## config.mk

```make
export PLATFORM = sky130hd
export DESIGN_NAME = qb_port
export DESIGN_NICKNAME = d
export VERILOG_FILES = /design/src/rtl/qb_port_pkg.sv /design/src/rtl/qb_port_ctrl.sv /design/src/rtl/qb_port_datapath.sv /design/src/rtl/qb_port.sv
export SDC_FILE = /design/constraint.sdc
export NUM_CORES = 1
export LEC_CHECK = 0
export BUFFER_PORTS_ARGS = -buffer_cell sky130_fd_sc_hd__buf_4
export CORE_UTILIZATION = 47
export CTS_BUF_LIST = sky130_fd_sc_hd__clkbuf_4 sky130_fd_sc_hd__clkbuf_8 sky130_fd_sc_hd__clkbuf_16
export CTS_CLUSTER_SIZE = 10
export DETAILED_ROUTE_END_ITERATION = 8
export PLACE_DENSITY = 0.76
export SLEW_MARGIN = 30
export SYNTH_ARGS = -nofsm -noshare
export SYNTH_HDL_FRONTEND = slang
export SYNTH_SLANG_ARGS = --single-unit
export TNS_END_PERCENT = 50
```

## constraint.sdc

```tcl
create_clock -name clk -period 1.5 [get_ports clk]
set_clock_uncertainty 0.2 [all_clocks]
set_input_delay 0.225 -clock clk [delete_from_list [all_inputs] [get_ports clk]]
set_output_delay 0.225 -clock clk [all_outputs]
set_load 0.01 [all_outputs]
```

## src/rtl/qb_port_pkg.sv

```systemverilog
package qb_port_pkg;
  typedef enum logic [1:0] {
    MODE_PLAIN = 2'b00,
    MODE_ADDR  = 2'b01,
    MODE_ALT   = 2'b10,
    MODE_SPARE = 2'b11
  } port_mode_e;

  typedef struct packed {
    logic wrLatch;
    logic rdLatch;
    logic rdPin;
    logic selAddr;
    logic gateAlt;
  } port_strobe_t;
endpackage

```

## src/rtl/qb_port_ctrl.sv

```systemverilog
module qb_port_ctrl
  import qb_port_pkg::*;
(
  input  logic         clk,
  input  logic         rstN,
  input  logic [1:0]   mode,
  input  logic         addrSel,
  input  logic         wrEn,
  input  logic         rdLatchEn,
  input  logic         rdPinEn,
  output port_strobe_t strobe,
  output logic         rdValid
);
  port_mode_e modeE;

  always_comb begin
    modeE          = port_mode_e'(mode);
    strobe         = '0;
    strobe.wrLatch = wrEn;
    strobe.rdLatch = rdLatchEn;
    strobe.rdPin   = rdPinEn & ~rdLatchEn;
    strobe.selAddr = (modeE == MODE_ADDR) & addrSel;
    strobe.gateAlt = (modeE == MODE_ALT);
  end

  always_ff @(posedge clk or negedge rstN) begin
    if (!rstN) rdValid <= 1'b0;
    else       rdValid <= rdLatchEn | rdPinEn;
  end

  // the two read strobes never reach the datapath together
  a_r5_one_read_source: assert property (@(posedge clk) disable iff (!rstN)
    !(strobe.rdLatch && strobe.rdPin));

  // a valid flag always follows a request
  a_r3_valid_follows_request: assert property (@(posedge clk) disable iff (!rstN)
    (rdLatchEn || rdPinEn) |=> rdValid);

  // the spare mode never routes address bits or gates the alternate output
  a_r8_spare_is_plain: assert property (@(posedge clk) disable iff (!rstN)
    (mode == 2'b11) |-> (!strobe.selAddr && !strobe.gateAlt));
endmodule

```

## src/rtl/qb_port_datapath.sv

```systemverilog
module qb_port_datapath
  import qb_port_pkg::*;
#(
  parameter int WIDTH       = 8,
  parameter int SYNC_STAGES = 2
) (
  input  logic               clk,
  input  logic               rstN,
  input  port_strobe_t       strobe,
  input  logic [WIDTH-1:0]   wrData,
  input  logic [WIDTH-1:0]   addrByte,
  input  logic [WIDTH-1:0]   altOut,
  input  logic [WIDTH-1:0]   pinIn,
  output logic [WIDTH-1:0]   pullDown,
  output logic [WIDTH-1:0]   rdData
);
  localparam int CNT_W = $clog2(SYNC_STAGES + 2) + 1;
  localparam logic [CNT_W-1:0] CNT_MAX = CNT_W'(SYNC_STAGES + 1);

  logic [WIDTH-1:0] latchQ;
  logic [WIDTH-1:0] syncQ [SYNC_STAGES];
  logic [WIDTH-1:0] driveHigh;

  always_ff @(posedge clk or negedge rstN) begin
    if (!rstN)               latchQ <= '1;
    else if (strobe.wrLatch) latchQ <= wrData;
  end

  for (genvar s = 0; s < SYNC_STAGES; s++) begin : g_sync
    always_ff @(posedge clk or negedge rstN) begin
      if (!rstN) syncQ[s] <= '1;
      else if (s == 0) syncQ[s] <= pinIn;
      else             syncQ[s] <= syncQ[(s == 0) ? 0 : s-1];
    end
  end

  for (genvar b = 0; b < WIDTH; b++) begin : g_pin
    always_comb begin
      if (strobe.selAddr)      driveHigh[b] = addrByte[b];
      else if (strobe.gateAlt) driveHigh[b] = latchQ[b] & altOut[b];
      else                     driveHigh[b] = latchQ[b];
      pullDown[b] = ~driveHigh[b];
    end
  end

  always_ff @(posedge clk or negedge rstN) begin
    if (!rstN)              rdData <= '0;
    else if (strobe.rdLatch) rdData <= latchQ;
    else if (strobe.rdPin)   rdData <= syncQ[SYNC_STAGES-1];
  end

  // Checker state: cycles for which pinIn has stayed unchanged
  logic [WIDTH-1:0] prevPin;
  logic [CNT_W-1:0] stableCnt;
  always_ff @(posedge clk or negedge rstN) begin
    if (!rstN) begin
      prevPin   <= '0;
      stableCnt <= '0;
    end else begin
      prevPin <= pinIn;
      if (pinIn != prevPin)        stableCnt <= '0;
      else if (stableCnt < CNT_MAX) stableCnt <= stableCnt + 1'b1;
    end
  end

  // the latch leaves reset with every pin released
  a_r1_reset_released: assert property (@(posedge clk) disable iff (!rstN)
    $rose(rstN) |-> (latchQ == '1));

  // a write lands in the latch on the same edge
  a_r2_write_loads: assert property (@(posedge clk) disable iff (!rstN)
    strobe.wrLatch |=> (latchQ == $past(wrData)));

  // in alternate mode no pin is pulled low while both sources are 1
  a_r7_alt_gate: assert property (@(posedge clk) disable iff (!rstN)
    strobe.gateAlt |-> ((pullDown & latchQ & altOut) == '0));

  // the address selector releases exactly the pins whose address bit is 1
  a_r6_addr_route: assert property (@(posedge clk) disable iff (!rstN)
    strobe.selAddr |-> ((pullDown ^ addrByte) == '1));

  // a pin read with settled inputs returns the external level
  a_r4_pin_settled: assert property (@(posedge clk) disable iff (!rstN)
    (strobe.rdPin && stableCnt >= CNT_W'(SYNC_STAGES) && pinIn == prevPin)
      |=> (rdData == $past(pinIn)));
endmodule

```

## src/rtl/qb_port.sv

```systemverilog
module qb_port
  import qb_port_pkg::*;
#(
  parameter int WIDTH       = 8,
  parameter int SYNC_STAGES = 2
) (
  input  logic             clk,
  input  logic             rstN,
  input  logic [1:0]       mode,
  input  logic             addrSel,
  input  logic [WIDTH-1:0] addrByte,
  input  logic [WIDTH-1:0] altOut,
  input  logic             wrEn,
  input  logic [WIDTH-1:0] wrData,
  input  logic             rdLatchEn,
  input  logic             rdPinEn,
  input  logic [WIDTH-1:0] pinIn,
  output logic [WIDTH-1:0] pullDown,
  output logic [WIDTH-1:0] rdData,
  output logic             rdValid
);
  port_strobe_t strobe;

  qb_port_ctrl u_ctrl (
    .clk       (clk),
    .rstN      (rstN),
    .mode      (mode),
    .addrSel   (addrSel),
    .wrEn      (wrEn),
    .rdLatchEn (rdLatchEn),
    .rdPinEn   (rdPinEn),
    .strobe    (strobe),
    .rdValid   (rdValid)
  );

  qb_port_datapath #(.WIDTH(WIDTH), .SYNC_STAGES(SYNC_STAGES)) u_dp (
    .clk      (clk),
    .rstN     (rstN),
    .strobe   (strobe),
    .wrData   (wrData),
    .addrByte (addrByte),
    .altOut   (altOut),
    .pinIn    (pinIn),
    .pullDown (pullDown),
    .rdData   (rdData)
  );
endmodule

```

After elaboration in Yosys (flattened, before gate mapping). Cells that the tools add are included.

Output and inout port bits: 17. Input bits: 40. Logic and storage cells: 46. Register bits: 33.

Bitwise gates (word level): 20. Equal/unequal tests: 2. Muxes and demuxes: 18. Reduce and logical (&&, ||, !) cells: 1.

Operators with widths (count): $mux W1 (16); $mux W8 (2); $and A1 B1 Y1 (10); $not A1 Y1 (9); $eq A2 B1 Y1 const B (1); $eq A2 B2 Y1 const B (1); $reduce_bool A2 Y1 (1); $or A1 B1 Y1 (1).

Longest topological paths before layout. Gate-level depths: netlist of the first run.

Depth in word-level cells: 4. Gate-level depth with buffers: 4. Gate-level depth less buffers: 3.

Hierarchy. A second synthesis of the first run with hierarchy kept.

Cells, all modules: 116. Area, all modules: 1352.5 um2.

Modules (own cells, without submodules): qb_port_datapath (area each 1282.5 um2, cells each 109, instances 1); qb_port_ctrl (area each 70.1 um2, cells each 7, instances 1).

Least setup slack after synthesis of the first run. OpenSTA, ideal clock, no wires.

Path kind: register to output. Start point: register u_dp.latchQ[0]. End point: output port pullDown[0]. Buffers on the path: 0. Data required time: 1.075 ns. Setup slack: 0.201 ns. Arrival: 0.874 ns. Cell stages (with the launch flop): 3. Cell sequence: dfstp_2 -> a21boi_0 -> o221ai_2.

Word-level cells in the longest chain between the ends: 4.

Ends and longest elaborated chain: start, declared (RTL line qb_port_datapath.sv:20) `logic [WIDTH-1:0] latchQ;`; start signal, assigned (RTL line qb_port_datapath.sv:26) `else if (strobe.wrLatch) latchQ <= wrData;`; $and A1 B1 Y1 (RTL line qb_port_datapath.sv:40) `else if (strobe.gateAlt) driveHigh[b] = latchQ[b] & altOut[b];`; $mux W1 (*) (RTL line qb_port_datapath.sv:40); $mux W1 (*) (RTL line qb_port_datapath.sv:39) `if (strobe.selAddr) driveHigh[b] = addrByte[b];`; $not A1 Y1 (*) (RTL line qb_port_datapath.sv:42) `pullDown[b] = ~driveHigh[b];`; end, declared (RTL line qb_port.sv:18) `output logic [WIDTH-1:0] pullDown,`.

Every way passes the cells marked *; elsewhere a longest branch is shown, timed or not.

Final worst setup path of the first run. Ends and elaborated chain as after synthesis.

==> results.yml, run 1 <==
status:
  status: "finished with violations"
  violations: "setup timing"
clock_tree:
  clk_pin_slew_ns: 0.09
  clk_path_buf_depth: 2
  root_buffer: "clkbuf_4"
  clk_latency_ns: 0.31
  cts-buffers-inserted: 5
  cts_tree: "done"
  cts_max_level: 2
  cts_sinks: 33
logic_synthesis:
  ys_seq_elements: 33
  synthXorXnorAreaFrac_pct: 0
  synthSimpleGateAreaFrac_pct: 8.57
  yosys.area.top_type_share_pct: 45.0
  synth_top_family_by_area: "compound AO/OA/AOI/OAI gates"
  syn_inst: 98
  syn-cell-area_sq_um: 1400
  yosysUniqueCellTypes: 17
  synth_compound_area_share_pct: 15.7
  synth-seq-area-share_pct: 61.1
  synth_fa_ha_area_share_pct: 0
  synth.largest_area_cell: "dfstp_2"
  postSynthNetCount: 138
  yosys_warnings: 0
  yosys-top-cells-area: "dfstp_2 45%, dfrtp_1 16%, o221ai_2 8.6%, mux2_1 6.4%, mux2i_1 5.7%"
  synth_mux_area_share_pct: 12.1
  synth.avg_cell_area_sq_um: 14.3
place:
  post_dp_cell_area_sq_um: 1860
  dpl.hpwl_mm: 2.02
  routabilityCongestion: 0.707
  portBuffers: 56
critical_path:
  cp_slowest_cell: "dfstp_2"
  critPathRequiredTime_ns: 1.07
  cpPeakStageDelay_ns: 0.54
  critPathBufInv: 1
  critical_path.cell_chain: "a21boi_4 > o221ai_2 > buf_4"
  crit_type: "flop to primary output"
  critPathTopFamily: "flip-flops"
  cp_data_arrival_time_ns: 1.30
  crit_fanout: 2
  worstSetupEndpointType: "primary output"
  startpoint_type: "flop"
global_route:
  track_usage_pct: 20.4
  grtUsageMet3_pct: 6.91
  busiest_layer: "met2"
  met1_usage_pct: 22.2
  grtUsageMet2_pct: 38.2
  gr-total-overflow: 0
  antenna_found_initial: 0
  grt_pass1_vias: 1146
  grt_max_degree: 34
  grt_pass1_wl_mm: 4.91
power:
  ir_worst_vdd_uv: 997
  p_leak_uw: 0.000996
  p_per_area_nw_per_um2: 923
sta:
  hold_ws_ns: 0.0311
  period_needed_ns: 1.72
  worst_slack_ns: -0.225
  hold_violations: 0
  max_freq_mhz: 580
  tightestPinTransition_ns: 0.597
  period_share_pct: 115
  maxSlewViolCount: 0
  finalSetupViolations: 8
  grt_setup_unrepaired: "yes"
  relSlewSlack_pct: 60.0
floorplan:
  start_util_pct: 50.4
  ioPinCount: 57
  rows: 19
  core_area_sq_um: 2780
  die_x_microns: 56.6
  die_area_sq_um: 3200
  die_h_microns: 56.6
detailed_routing:
  viasPerCell: 5.01
  via_count: 1073
  firstDrtPassIters: 4
  remaining_drc_errors: 0
  ant_nets: 0
  drt_iter0_markers: 8
  wl_per_cell_microns: 14.2
  drt_wl_total_mm: 3.03
finish:
  nets: 222
  layout-drive-gt1-share_pct: 59.0
  fin_area_sq_um: 2140
  mostFrequentLayoutCell: "buf_4"
  final_cell_mix: "64 x buf_4, 24 x dfstp_2, 18 x dlygate4sd3_1"
  syn2layout_area_growth_pct: 52.8
  diodes: 0
min_path:
  hold_path.class: "primary input to flop"
job:
  max_cap_violations: 0
==> synthesized netlist by cell type <==
cell type,n
a21o_1,7
o21ai_1,8
o221ai_2,8
or2_1,1
a21boi_0,1
buf_2,4
mux2i_1,8
nand3b_2,1
dfrtp_1,9
nor2b_2,1
nand2b_1,7
buf_6,1
nand3b_4,1
inv_1,1
dfstp_2,24
mux2_1,8
nand2_1,8
==> what timing repair did <==
| action | CTS | global route |
|---|---|---|
| hold buffers | 17 | 1 |
| endpoints found under the setup margin | 8 | 8 |
| buffers inserted | 3 | 1 |
| resized for setup | 2 | 1 |
| hold endpoints to repair | 49 | 1 |
==> layout make-up <==
cell class,count,area [sq um]
sequential,33,856
timing repair buffer,82,661
fill,181,641
multi-input combinational,59,522
clock buffer,8,60.1
tap,31,38.8
inverter,1,3.75
==> power by group <==
part / switching, uW / internal [uW] / total [uW]
Combinational: 172 / 263 / 435
Sequential: 45.6 / 994 / 1040
Clock: 261 / 241 / 502
Total: 478 / 1500 / 1980
==> metrics by stage <==
step | instances | util [%] | setup WS (ns) | power [uW] | TNS, ns
finish | 214 | 77.0 | -0.225 | 1980 | -1.46
global route | 214 | 77.0 | -0.301 | 2080 | -2.04
CTS | 212 | 76.1 | -0.223 | 1990 | -1.62
detailed placement | 184 | 66.8 | -0.0689 | 1430 | -0.286
global placement | 184 | 66.8 | -0.0447 | 1420 | -0.0963
floorplan | 98 | - | 0.201 | 1210 | 0
==> per-layer routing <==
layer | vias to the layer above | wire length, microns
li1 | 520 | -
met4 | 0 | 21
met1 | 530 | 1230
met3 | 2 | 99
met5 | - | 0
met2 | 21 | 1680
==> worst paths after layout <==
| check | start | slack (ns) | cells after the start | end |
|---|---|---|---|---|
| hold / removal | wrEn | 0.03 | 2 | u_dp.latchQ[0] |
| max in group asynchronous | rstN | 0.60 | 2 | u_dp.latchQ[4] |
| hold reg to reg | u_dp.syncQ[15] | 0.16 | 0 | u_dp.syncQ[7] |
| min in group asynchronous | rstN | 0.18 | 2 | u_dp.rdData[0] |
| setup reg to reg | u_dp.latchQ[7] | 0.43 | 3 | u_dp.rdData[7] |
| setup / recovery | u_dp.latchQ[0] | -0.22 | 3 | pullDown[0] |
==> sequential cells by signal, summed over array words and instances (netlist names) <==
signal and flops:
u_dp.rdData 8, u_ctrl.rdValid 1, u_dp.latchQ 8, u_dp.syncQ 16
==> logic make-up (layout without fill, tap and decap cells) <==
kind of cell           after synthesis  in the layout
and+or+nand+nor                     19             19
DFF                                 33             33
buffers and inverters                6             91
muxes                               16             16
AOI/OAI and AO/OA                   24             24
(Power assumes the default switching activity.)
==> run 2, diff against run 1 <==
--- a/config.mk
+++ b/config.mk
@@ -6,13 +6,13 @@
 export NUM_CORES = 1
 export LEC_CHECK = 0
 export BUFFER_PORTS_ARGS = -buffer_cell sky130_fd_sc_hd__buf_4
-export CORE_UTILIZATION = 47
+export CORE_UTILIZATION = 50
 export CTS_BUF_LIST = sky130_fd_sc_hd__clkbuf_4 sky130_fd_sc_hd__clkbuf_8 sky130_fd_sc_hd__clkbuf_16
 export CTS_CLUSTER_SIZE = 10
 export DETAILED_ROUTE_END_ITERATION = 8
-export PLACE_DENSITY = 0.76
+export PLACE_DENSITY = 0.8
 export SLEW_MARGIN = 30
 export SYNTH_ARGS = -nofsm -noshare
 export SYNTH_HDL_FRONTEND = slang
 export SYNTH_SLANG_ARGS = --single-unit
-export TNS_END_PERCENT = 50
+export TNS_END_PERCENT = 1
==> constraint.sdc (replaced) <==
create_clock -name clk -period 2.1 [get_ports clk]
set_clock_uncertainty 0.2 [all_clocks]
set_input_delay 0.315 -clock clk [delete_from_list [all_inputs] [get_ports clk]]
set_output_delay 0.315 -clock clk [all_outputs]
set_load 0.01 [all_outputs]
==> run 2 against run 1 <==
Against the previous run:
- die area decreased by 5.8%
- critical path type unchanged
- highest routed layer unchanged
- combinational power is 35% lower
- worst setup slack gained 0.41 ns
- the run now ends clean
- sequential power decreased by 28%
==> results.yml, run 2 (synthesis results as in run 1) <==
status:
  status: "finished, final reports clean"
critical_path:
  r2r_start: "u_dp.syncQ[1]"
  r2r_end: "u_dp.rdData[1]"
  reg2regPathDepth: 2
  critPathRequiredTime_ns: 1.58
  cp_slowest_cell: "dfstp_2"
  crit_type: "flop to primary output"
  cpPeakStageDelay_ns: 0.57
  cp_data_arrival_time_ns: 1.40
  startpoint_type: "flop"
  critPathBufInv: 1
  crit_fanout: 4
  critical_path.cell_chain: "a21boi_0 > o221ai_2 > buf_4"
  worstSetupEndpointType: "primary output"
  critPathTopFamily: "flip-flops"
  r2r_setup_slack_ns: 1.07
sta:
  hold_ws_ns: 0.0180
  finalSetupTns_ns: 0
  worst_slack_ns: 0.187
  relSlewSlack_pct: 58.4
  period_share_pct: 91.1
  max_freq_mhz: 523
  finalSetupViolations: 0
  tightestPinTransition_ns: 0.621
  hold_violations: 0
  maxSlewViolCount: 0
  period_needed_ns: 1.91
  grt_setup_unrepaired: "no"
detailed_routing:
  wl_met1_mm: 1.14
  wl_per_cell_microns: 15.0
  drt_iter0_markers: 3
  top_layer_used: "met4"
  firstDrtPassIters: 4
  remaining_drc_errors: 0
  ant_nets: 0
  wl_met3_microns: 125
  viasPerCell: 5.25
  route.met2.wl_mm: 1.72
  via_count: 1066
  drt_wl_total_mm: 3.04
finish:
  fin_area_sq_um: 2040
  register_area_sq_um: 856
  top_register: "u_dp.syncQ"
  final_cell_mix: "56 x buf_4, 24 x dfstp_2, 16 x dlygate4sd3_1"
  layout-drive-gt1-share_pct: 57.2
  multi_input_area_sq_um: 510
  top_regs: "u_dp.syncQ: 16 flops, u_dp.latchQ: 8 flops, u_dp.rdData: 8 flops"
  diodes: 0
  mostFrequentLayoutCell: "buf_4"
  largest_reg_flops: 16
  nets: 212
  syn2layout_area_growth_pct: 45.8
  nFillCells: 170
clock_tree:
  cts_hold_buf: 16
  clk_pin_slew_ns: 0.09
  root_buffer: "clkbuf_4"
  cts_sinks: 33
  cts_max_level: 2
  post_cts_resized: 0
  clk_latency_ns: 0.32
  cts_tree: "done"
  clk_path_buf_depth: 2
  cts-buffers-inserted: 5
  post-cts-setup-buffers: 0
power:
  ir_worst_vdd_uv: 601
  power_uw: 1370
  p_per_area_nw_per_um2: 669
  p_leak_uw: 0.000942
place:
  post_dp_cell_area_sq_um: 1830
  dpl.hpwl_mm: 2.19
  routabilityCongestion: 0.790
  dp_worst_setup_slack_ns: 0.228
  portBuffers: 56
global_route:
  gr-total-overflow: 0
  track_usage_pct: 22.0
  grt_pass1_vias: 1086
  antenna_found_initial: 0
  grt_max_degree: 34
  grt_pass1_wl_mm: 4.48
job:
  max_cap_violations: 0
min_path:
  whs_path_depth: 2
  whs_endpoint: "u_dp.latchQ[4]"
  worstHoldStart: "wrData[4]"
  hold_path.class: "primary input to flop"
floorplan:
  core_area_sq_um: 2570
  start_util_pct: 54.6
  rows: 18
  die_x_microns: 54.9
  ioPinCount: 57
  die_h_microns: 54.9
  die_area_sq_um: 3020
## run 2: changes by cell type in the layout (fill, tap and decap cells not counted)
| cell | delta |
|---|---|
| dlygate4sd3_1 | -2 |
| buf_4 | -8 |
| clkinv_2 | +2 |
| clkbuf_4 | -2 |
| a21boi_4 | -1 |
| a21boi_0 | +1 |
## run 2: how the worst max path moves through the flow
stage / from / slack [ns] / end / cells after the start
after floorplan: mode[0] / 0.69 / pullDown[1] / 3
after global placement: mode[1] / 0.34 / pullDown[0] / 5
after detailed placement: mode[1] / 0.23 / pullDown[0] / 5
after CTS: u_dp.latchQ[0] / 0.15 / pullDown[0] / 3
after global routing: u_dp.latchQ[0] / 0.10 / pullDown[0] / 3
final: u_dp.latchQ[0] / 0.19 / pullDown[0] / 3
## run 2: worst register-to-register path, stage by stage, from the launching register on
cell	delay, ns
dfstp_2	0.55
mux2i_1	0.09
o21ai_1	0.13
## run 2: power by group
group          internal (uW)  total, uW  switching [uW]
Combinational            168        284             116
Sequential               710        745            35.1
Clock                    140        339             198
Total                   1020       1370             349
## run 2: routing by layer
| metal | GRT usage [%] | vias up |
|---|---|---|
| met5 | 0 | - |
| met4 | 10.4 | 0 |
| met3 | 6.56 | 7 |
| met2 | 40.8 | 27 |
| met1 | 22.3 | 532 |
| li1 | - | 500 |
## run 2: area by class of cell
type                    count  share of cell area, %
clock buffers               6                   2.20
clock inverters             2                  0.490
inverters                   1                  0.184
multi-input cells          59                   25.0
flip-flops and latches     33                   41.9
well taps                  30                   1.84
repair buffers             72                   28.4
## run 2: through the flow
| step | cells | utilization [%] |
|---|---|---|
| 3_5_place_dp | 179 | 71.2 |
| 4_1_cts | 203 | 79.6 |
| 2_1_floorplan | 98 | - |
| 3_3_place_gp | 179 | 71.2 |
| 5_1_grt | 203 | 79.6 |
| 6_report | 203 | 79.6 |
==> run 3, diff against run 2 <==
==> constraint.sdc (replaced) <==
create_clock -name clk -period 2.1 [get_ports clk]
set_clock_uncertainty 0.2 [all_clocks]
set_input_delay 0.42 -clock clk [delete_from_list [all_inputs] [get_ports clk]]
set_output_delay 0.42 -clock clk [all_outputs]
set_load 0.01 [all_outputs]
==> run 3 against run 2 <==
Against the previous run:
- first-iteration DRC count decreased by 67%
- combinational power decreased by 4%
- clock power about the same
==> results.yml, run 3 (synthesis results as in run 1) <==
clock_tree:
  root_buffer: "clkbuf_4"
  cts_tree: "done"
  cts_sinks: 33
  clk_latency_ns: 0.32
  clk_path_buf_depth: 2
  clk_pin_slew_ns: 0.09
  cts-buffers-inserted: 5
  cts_max_level: 2
  post-cts-setup-buffers: 0
sta:
  worst_slack_ns: 0.0933
  period_needed_ns: 2.01
  relSlewSlack_pct: 74.3
  finalSetupViolations: 0
  max_freq_mhz: 498
  tightestPinTransition_ns: 0.386
  grt_setup_unrepaired: "no"
  finalSetupTns_ns: 0
  maxSlewViolCount: 0
  period_share_pct: 95.6
  hold_violations: 0
place:
  dpl.hpwl_mm: 2.19
  dp_worst_setup_slack_ns: 0.0185
  post-place-cells: 179
  portBuffers: 56
  routabilityCongestion: 0.790
floorplan:
  die_h_microns: 54.9
  rows: 18
  start_util_pct: 54.6
  die_x_microns: 54.9
  die_area_sq_um: 3020
  ioPinCount: 57
  core_area_sq_um: 2570
finish:
  largest_reg_flops: 16
  top_regs: "u_dp.syncQ: 16 flops, u_dp.latchQ: 8 flops, u_dp.rdData: 8 flops"
  nets: 205
  final_util_pct: 77.0
  layout-drive-gt1-share_pct: 59.6
  final_cell_mix: "56 x buf_4, 24 x dfstp_2, 9 x dlygate4sd3_1, 9 x dfrtp_1"
  diodes: 0
  nFillCells: 179
  stdcell_count: 196
  syn2layout_area_growth_pct: 41.2
  top_register: "u_dp.syncQ"
  mostFrequentLayoutCell: "buf_4"
min_path:
  hold_path.class: "primary input to flop"
global_route:
  grt_pass1_wl_mm: 4.28
  grtUsageMet2_pct: 37.6
  gr-total-overflow: 0
  grtUsageMet3_pct: 6.56
  busiest_layer: "met2"
  grt_max_degree: 34
  met1_usage_pct: 21.9
  antenna_found_initial: 0
  track_usage_pct: 21.1
  grt_pass1_vias: 1029
critical_path:
  startpoint_type: "flop"
  crit_fanout: 4
  cp_data_arrival_time_ns: 1.39
  worstSetupEndpointType: "primary output"
  crit_type: "flop to primary output"
  critPathRequiredTime_ns: 1.48
detailed_routing:
  viasPerCell: 5.24
  drt_wl_total_mm: 2.93
  ant_nets: 0
  drt_iter0_markers: 1
  wl_per_cell_microns: 14.9
  via_count: 1028
  firstDrtPassIters: 4
  remaining_drc_errors: 0
power:
  p_per_area_nw_per_um2: 685
  p_leak_uw: 0.000916
  ir_worst_vdd_uv: 601
job:
  max_cap_violations: 0
status:
  status: "finished, final reports clean"
[run 3: cell types whose count changed in the layout (fill, tap and decap cells not counted), sizes merged]
cell / delta
dlygate4sd3: -7
[run 3: per-layer routing]
metal  share of wire [%]  wire [microns]  vias to the layer above
met5                   0               0                        -
li1                    -               -                      485
met4                 2.2              65                        0
met3                 4.4             129                        9
met1                  37            1090                      504
met2                  56            1640                       30
[run 3: metrics by stage]
step	hold slack, ns	total power, uW	area, sq um
6_report	0.109	1360	1980
5_1_grt	0.0977	1420	1980
4_1_cts	0.0837	1380	1970
3_5_place_dp	0.147	1020	1830
3_3_place_gp	0.146	1010	1830
2_1_floorplan	-0.0756	867	1400
[run 3: path summary, 6_finish.rpt]
kind                           startpoint              to  slack [ns]  cells past startpoint
setup / recovery           u_dp.latchQ[0]     pullDown[0]        0.09                      3
hold / removal                  wrData[2]  u_dp.latchQ[2]        0.11                      2
setup reg to reg            u_dp.syncQ[1]  u_dp.rdData[1]        1.08                      2
hold reg to reg            u_dp.syncQ[10]   u_dp.syncQ[2]        0.16                      0
max in group asynchronous            rstN  u_dp.latchQ[5]        1.02                      2
min in group asynchronous            rstN  u_ctrl.rdValid        0.36                      2
[run 3: cell type report]
type	instances	area (sq um)	area share (%)
Sequential cell	33	856	43.3
Multi-Input combinational cell	59	515	26.1
Timing Repair Buffer	65	510	25.8
Clock buffer	6	45.0	2.28
Tap cell	30	37.5	1.90
Clock inverter	2	10.0	0.506
Inverter	1	3.75	0.190
[run 3: worst max-delay path: stages (launching register included)]
cell and delay [ns]:
dfstp_2 0.57, a21boi_0 0.22, o221ai_2 0.11, buf_4 0.16
[run 3: power by group]
group	total, uW	switching (uW)	internal [uW]
Sequential	745	34.9	710
Clock	337	197	140
Combinational	274	113	161
Total	1360	345	1010
[run 3: timing repair]
item | in CTS | in global routing
endpoints found under the setup margin | 0 | 1
hold endpoints to repair | 17 | 0
resized for setup | 0 | 1
hold buffers | 9 | 0
